$ cat config.mk
export PLATFORM = sky130hd
export DESIGN_NAME = rate_search_seq
export DESIGN_NICKNAME = d
export VERILOG_FILES = /design/src/rtl/rss_pkg.sv /design/src/rtl/rss_dwell_timer.sv /design/src/rtl/rss_code_counter.sv /design/src/rtl/rss_rate_map.sv /design/src/rtl/rate_search_seq.sv
export SDC_FILE = /design/constraint.sdc
export NUM_CORES = 1
export LEC_CHECK = 0
export BUFFER_PORTS_ARGS = -buffer_cell sky130_fd_sc_hd__buf_2
export CORE_AREA = 2 2 39 41
export CTS_CLUSTER_DIAMETER = 80
export DETAILED_ROUTE_END_ITERATION = 12
export DIE_AREA = 0 0 41 43
export PLACE_DENSITY = 0.62
export RECOVER_POWER = 25
export REMOVE_ABC_BUFFERS = 1
export SKIP_CTS_REPAIR_TIMING = 1
export SLEW_MARGIN = 20
export SYNTH_ARGS = -nofsm -noshare
export SYNTH_HDL_FRONTEND = slang
export SYNTH_SLANG_ARGS = --single-unit
$ cat constraint.sdc
create_clock -name clk -period 4.1 [get_ports clk]
set_clock_uncertainty 0.1 [all_clocks]
set_input_delay 0.41 -clock clk [delete_from_list [all_inputs] [get_ports clk]]
set_output_delay 0.41 -clock clk [all_outputs]
set_load 0.1 [all_outputs]
$ cat src/rtl/rss_pkg.sv
package rss_pkg;

    localparam int CODE_W = 3;
    localparam logic [CODE_W-1:0] LAST_AUTO_CODE = 3'd4;

    typedef logic [CODE_W-1:0] rate_code_t;

    typedef enum logic [1:0] {
        DIV1 = 2'd0,
        DIV2 = 2'd1,
        DIV4 = 2'd2,
        DIV8 = 2'd3
    } div_t;

    typedef struct packed {
        div_t div;
        logic band_hi;
        logic invalid;
    } rate_cfg_t;

endpackage

$ cat src/rtl/rss_dwell_timer.sv
module rss_dwell_timer #(
    parameter int DWELL_CYCLES = 4
) (
    input  logic clk,
    input  logic rst_n,
    input  logic run,
    output logic step
);
    localparam int DW = $clog2(DWELL_CYCLES + 1);
    localparam logic [DW-1:0] LAST = DW'(DWELL_CYCLES - 1);

    typedef struct packed {
        logic [DW-1:0] cnt;
    } dwell_st_t;

    dwell_st_t st_d, st_q;
    logic      at_end;

    always_comb begin
        st_d   = st_q;
        at_end = (st_q.cnt == LAST);
        step   = 1'b0;
        if (!run) begin
            st_d.cnt = '0;
        end else if (at_end) begin
            st_d.cnt = '0;
            step     = 1'b1;
        end else begin
            st_d.cnt = st_q.cnt + DW'(1);
        end
    end

    always_ff @(posedge clk or negedge rst_n) begin
        if (!rst_n) st_q <= '0;
        else        st_q <= st_d;
    end

    // the dwell count never passes its last value
    a_r3_dwell_in_range: assert property (@(posedge clk) disable iff (!rst_n)
        st_q.cnt <= LAST);

    // an interrupted dwell restarts from zero
    a_r5_dwell_restart: assert property (@(posedge clk) disable iff (!rst_n)
        !run |=> st_q.cnt == '0);

endmodule

$ cat src/rtl/rss_code_counter.sv
module rss_code_counter
    import rss_pkg::*;
(
    input  logic       clk,
    input  logic       rst_n,
    input  logic       auto_mode,
    input  logic       lock_in,
    input  logic       step,
    output rate_code_t count
);
    typedef struct packed {
        rate_code_t code;
    } cnt_st_t;

    cnt_st_t st_d, st_q;

    always_comb begin
        st_d = st_q;
        if (st_q.code > LAST_AUTO_CODE) begin
            st_d.code = '0;
        end else if (auto_mode && step) begin
            if (st_q.code == LAST_AUTO_CODE) st_d.code = '0;
            else                             st_d.code = st_q.code + CODE_W'(1);
        end
    end

    always_ff @(posedge clk or negedge rst_n) begin
        if (!rst_n) st_q <= '0;
        else        st_q <= st_d;
    end

    assign count = st_q.code;

    // only legal search codes are ever held
    a_r4_code_legal: assert property (@(posedge clk) disable iff (!rst_n)
        st_q.code <= LAST_AUTO_CODE);

    // the last code wraps to zero
    a_r4_wrap: assert property (@(posedge clk) disable iff (!rst_n)
        (auto_mode && step && st_q.code == LAST_AUTO_CODE) |=> st_q.code == '0);

    // a step adds exactly one below the last code
    a_r3_advance: assert property (@(posedge clk) disable iff (!rst_n)
        (auto_mode && step && st_q.code < LAST_AUTO_CODE)
            |=> st_q.code == $past(st_q.code) + CODE_W'(1));

    // lock freezes the search
    a_r5_hold_on_lock: assert property (@(posedge clk) disable iff (!rst_n)
        (auto_mode && lock_in) |=> $stable(st_q.code));

    // manual mode freezes the search
    a_r8_hold_in_manual: assert property (@(posedge clk) disable iff (!rst_n)
        !auto_mode |=> $stable(st_q.code));

endmodule

$ cat src/rtl/rss_rate_map.sv
module rss_rate_map
    import rss_pkg::*;
(
    input  logic       std_sel,
    input  rate_code_t code,
    output rate_cfg_t  cfg
);
    always_comb begin
        cfg = '{div: DIV1, band_hi: 1'b1, invalid: 1'b0};
        unique case (code)
            3'd0: cfg.div = DIV4;
            3'd1: begin
                if (std_sel) begin
                    cfg.div     = DIV2;
                    cfg.band_hi = 1'b0;
                end else begin
                    cfg.div = DIV4;
                end
            end
            3'd2: cfg.div = DIV2;
            3'd3: begin
                if (std_sel) begin
                    cfg.div     = DIV1;
                    cfg.band_hi = 1'b0;
                end else begin
                    cfg.div = DIV2;
                end
            end
            3'd4: cfg.div = DIV1;
            3'd5: begin
                if (std_sel) begin
                    cfg.div     = DIV8;
                    cfg.band_hi = 1'b0;
                end else begin
                    cfg.div = DIV1;
                end
            end
            3'd6: cfg.div = DIV8;
            default: cfg.invalid = 1'b1;
        endcase
    end

    // the unused code falls back to divide-by-1 on the high band
    a_r10_safe_default: assert final (!cfg.invalid || (cfg.div == DIV1 && cfg.band_hi));

    // the alternate standard uses the high band only
    a_r7_std0_high: assert final (std_sel || cfg.band_hi);

endmodule

$ cat src/rtl/rate_search_seq.sv
module rate_search_seq
    import rss_pkg::*;
#(
    parameter int DWELL_CYCLES = 4
) (
    input  logic       clk,
    input  logic       rst_n,
    input  logic       auto_mode,
    input  logic       std_sel,
    input  logic       lock_in,
    input  logic [2:0] code_in,
    output logic [2:0] code_out,
    output logic       code_oe,
    output logic [1:0] div_sel,
    output logic       band_hi,
    output logic       code_invalid
);
    typedef struct packed {
        rate_code_t man_code;
    } top_st_t;

    top_st_t    st_d, st_q;
    logic       step;
    rate_code_t search_code;
    rate_code_t active_code;
    rate_cfg_t  cfg;

    always_comb begin
        st_d          = st_q;
        st_d.man_code = code_in;
    end

    always_ff @(posedge clk or negedge rst_n) begin
        if (!rst_n) st_q <= '0;
        else        st_q <= st_d;
    end

    rss_dwell_timer #(.DWELL_CYCLES(DWELL_CYCLES)) u_dwell (
        .clk   (clk),
        .rst_n (rst_n),
        .run   (auto_mode && !lock_in),
        .step  (step)
    );

    rss_code_counter u_counter (
        .clk       (clk),
        .rst_n     (rst_n),
        .auto_mode (auto_mode),
        .lock_in   (lock_in),
        .step      (step),
        .count     (search_code)
    );

    assign active_code = auto_mode ? search_code : st_q.man_code;

    rss_rate_map u_map (
        .std_sel (std_sel),
        .code    (active_code),
        .cfg     (cfg)
    );

    assign code_out     = search_code;
    assign code_oe      = auto_mode;
    assign div_sel      = cfg.div;
    assign band_hi      = cfg.band_hi;
    assign code_invalid = cfg.invalid;

    // the invalid flag never shows in automatic mode
    a_r10_no_invalid_auto: assert property (@(posedge clk) disable iff (!rst_n)
        auto_mode |-> !code_invalid);

    // the driven code bus never carries an unused code
    a_r4_bus_legal: assert property (@(posedge clk) disable iff (!rst_n)
        code_oe |-> code_out <= 3'd4);

endmodule

==> summary.md <==
| Metric | Value |
|---|---|
| Nets@finish | `78` |
| Leak Pwr | `0.329 nW` |
| Clk sinks | `9` |
| First-pass GRT wire length | `1660 um` |
| Max Buffers Root-to-Sink | `2` |
| Remaining Overflow, GRT | `0` |
| Post-Synth Adder-Cell Area | `0.0698` |
| RSZ-0062 raised after global routing | `no` |
| DR DRC count | `0` |
| Min-delay src | `code_in[0]` |
| Wire length on met3 | `41 um` |
| GRT Overall Usage | `0.143` |
| DPL Wire Length | `757 um` |
| Dpl cells | `77` |
| Vert. Die Dim | `43 um` |
| CTS root buffer | `clkbuf_4` |
| Cells after synthesis | `48` |
| Post-synthesis sequential area ratio | `0.419` |
| Area Overhead vs Synth | `20.7%` |
| Crit-path max FO | `9` |
| Port Buffers | `15` |
| Combinational Power Share | `0.292` |
| Vias/cell | `4.96` |
| Sw frac | `0.353` |
| Max-slew headroom | `0.677` |
| CTS Buf Count | `3` |
| Power density over the cells | `350 nW/um2` |
| Period utilization | `0.533` |
| Die area | `1760 um2` |
| Detailed Routing Iterations Pass 1 | `4` |
| CP Data Arrival Time | `1.67 ns` |
| Final Util | `0.469` |
| Flop pwr share | `0.424` |
| Proportion of synthesized area in mux cells | `0.135` |
| Total core area | `1380 um2` |
| Setup TNS | `0 ns` |
| Yosys cell types | `28` |
| Hold path depth | `1` |
| Total Power | `228 uW` |
| Share of the synthesized area in the top cell type | `0.419` |
| Final Instance Count excl. Fillers | `82` |
| XOR/XNOR Fraction of Synth Area | `0` |
| Minimum clock period | `2.18 ns` |
| P_int | `147 uW` |
| Metal2 WL | `465 um` |
| Top post-synthesis cells by area | `dfrtp_1 42%, ha_1 7.0%, mux2i_4 4.2%` |
| DR vias | `407` |
| Syn Area/Cell | `11.2 um2` |
| Detail Route Antenna Nets | `0` |
| Endpoints failing setup | `0` |
| Kind of critical path | `input pin to primary output` |
| Later-pin clock latency in the skew report | `0.25 ns` |
| Boundary Pins | `16` |
| Largest net degree at the start of global routing | `10` |
| Reg2Reg Setup Slack | `2.69 ns` |
| CTS tree | `done` |
| Synth Area in Compound Gates | `0.102` |
| Ant diodes | `0` |
| Max VDD drop | `0.000127 V` |
| Routed len/inst | `11.5 um` |
| Slew Viols, Final | `0` |
| Yosys reg bits | `9` |
| Yosys top cell by area | `dfrtp_1` |
| Clock network fraction of design power | `0.284` |
| Main combinational cell family by area after synthesis | `simple AND/OR/NAND/NOR gates` |
| Final Hold Viols | `0` |
| Synth Cell Area | `538 um2` |
| Syn. warnings | `0` |
| DRT iter0 DRCs | `3` |
| Met1 WL | `433 um` |
| Share of layout cells above drive strength 1 | `0.379` |
| Max_cap viols | `0` |
| Highest metal layer with signal wires | `met3` |
| Gpl congestion | `0.715` |
| Worst-Margin Slew | `0.488 ns` |
| Worst setup SP type | `input pin` |
| Vias in the first global route | `428` |
| CTS H-tree lvls | `1` |
| Worst setup EP type | `primary output` |
| Overall routed net length | `940 um` |
| Reg2reg end | `u_counter.count[0]$_DFFE_PN0P_` |
| Initial core utilization | `0.389` |
| Rows | `14` |
| Post-Synth Simple-Gate Area | `0.212` |
| Status | `finished clean` |
| Clock slew at reported path FFs | `0.06 ns` |
| Critical Path RT | `3.59 ns` |
| Hold Path Sink | `st_q[0]$_DFF_PN0_` |
| Fmax | `458 MHz` |
| Sw power | `80.4 uW` |
| Tightest Hold Check Type | `input pin to flop` |
| Antenna violations before repair | `0` |
| DIE WIDTH | `41 um` |
| Worst reg2reg path depth | `4` |
| Reg2reg start | `u_dwell.st_q[0]$_DFF_PN0_` |
[area by class of cell]
cell class              instances  area (um2)
repair buffers                 16        83.8
multi-input cells              33         279
well taps                      16        20.0
flip-flops and latches          9         225
inverters                       4        15.0
clock buffers                   4        26.3
fillers                       140         734
[power by group through the flow]
stage | sequential (mW) | combinational, mW | clock, mW
floorplan | 0.108 | 0.0405 | 0
global placement | 0.0982 | 0.0654 | 0
detailed placement | 0.0982 | 0.0661 | 0
CTS | 0.0966 | 0.0662 | 0.0675
global route | 0.0970 | 0.0712 | 0.0714
finish | 0.0965 | 0.0665 | 0.0646
[how the worst max path moves through the flow]
| stage | startpoint | end | slack [ns] | cells past startpoint |
|---|---|---|---|---|
| finish | auto_mode | div_sel[1] | 1.92 | 5 |
| global route | u_counter.count[2]$_DFFE_PN0P_ | div_sel[0] | 1.76 | 4 |
| CTS | u_counter.count[1]$_DFFE_PN0P_ | div_sel[1] | 1.89 | 4 |
| detailed placement | auto_mode | div_sel[1] | 1.91 | 5 |
| global placement | auto_mode | div_sel[1] | 1.96 | 5 |
| floorplan | u_counter.count[1]$_DFFE_PN0P_ | div_sel[0] | 0.22 | 2 |
[worst max-delay path, cell delays in order]
cell and delay, ns:
buf_2 0.22, mux2i_2 0.36, o211ai_1 0.13, o211ai_1 0.11, buf_2 0.45
[registers in the layout, summed over array words and instances (netlist names)]
name / cells
st_q: 3
u_dwell.st_q: 3
u_counter.count: 3
[synth_stat cells]
cell type,n
buf_4,1
and3b_1,1
o211ai_1,2
a31oi_1,1
inv_1,4
nor2_1,3
and3b_2,1
mux2i_1,1
and4bb_4,1
nor2b_4,1
mux2_4,1
a22o_1,1
dfrtp_1,9
nor2b_1,1
nand2b_1,1
mux2_2,1
buf_6,1
and3_1,1
mux2i_4,1
mux2i_2,1
a21oi_2,1
nand4b_1,1
o22ai_1,1
nand2_1,5
nand3b_1,1
o21ai_0,1
ha_1,3
a21oi_1,1
[layer usage]
layer  GRT usage  vias up
li1            -      203
met1       0.164      194
met2       0.231       10
met3      0.0314        0
met4      0.0800        0
met5           0        -
[cell families (layout without fill, tap and decap cells)]
group           after synthesis  count (layout)
compound gates                8               8
simple gates                 17              17
buf+inv                       6              24
flops                         9               9
fa+ha+maj                     3               3
mux                           5               5
[cell usage in the layout (no fill, tap or decap)]
| master | netlist | final |
|---|---|---|
| nor2_1 | 3 | 3 |
| dlygate4sd3_1 | 0 | 1 |
| mux2i_4 | 1 | 1 |
| a22o_1 | 1 | 1 |
| mux2_4 | 1 | 1 |
| nand2b_1 | 1 | 1 |
| nor2b_1 | 1 | 1 |
| nor2b_4 | 1 | 1 |
| o211ai_1 | 2 | 2 |
| a21oi_1 | 1 | 1 |
| o21ai_0 | 1 | 1 |
| a21oi_2 | 1 | 1 |
| nand4b_1 | 1 | 1 |
| inv_1 | 4 | 4 |
| mux2i_1 | 1 | 1 |
| dfrtp_1 | 9 | 9 |
| buf_2 | 0 | 14 |
| clkbuf_4 | 0 | 3 |
| and4bb_4 | 1 | 1 |
| and3b_1 | 1 | 1 |
| and3_1 | 1 | 1 |
| o22ai_1 | 1 | 1 |
| a31oi_1 | 1 | 1 |
| and3b_2 | 1 | 1 |
| nand2_1 | 5 | 5 |
| clkbuf_1 | 0 | 2 |
| ha_1 | 3 | 3 |
| mux2_2 | 1 | 1 |
| nand3b_1 | 1 | 1 |
| mux2i_2 | 1 | 1 |
[through the flow]
step | hold WS [ns] | setup WS, ns | instance area [um2]
floorplan | 0.0144 | 0.221 | 519
global placement | 0.170 | 1.96 | 614
detailed placement | 0.172 | 1.91 | 614
CTS | -0.102 | 1.89 | 641
global route | 0.153 | 1.76 | 649
finish | 0.161 | 1.92 | 649
Note: power is estimated with default switching activity, not from simulation.
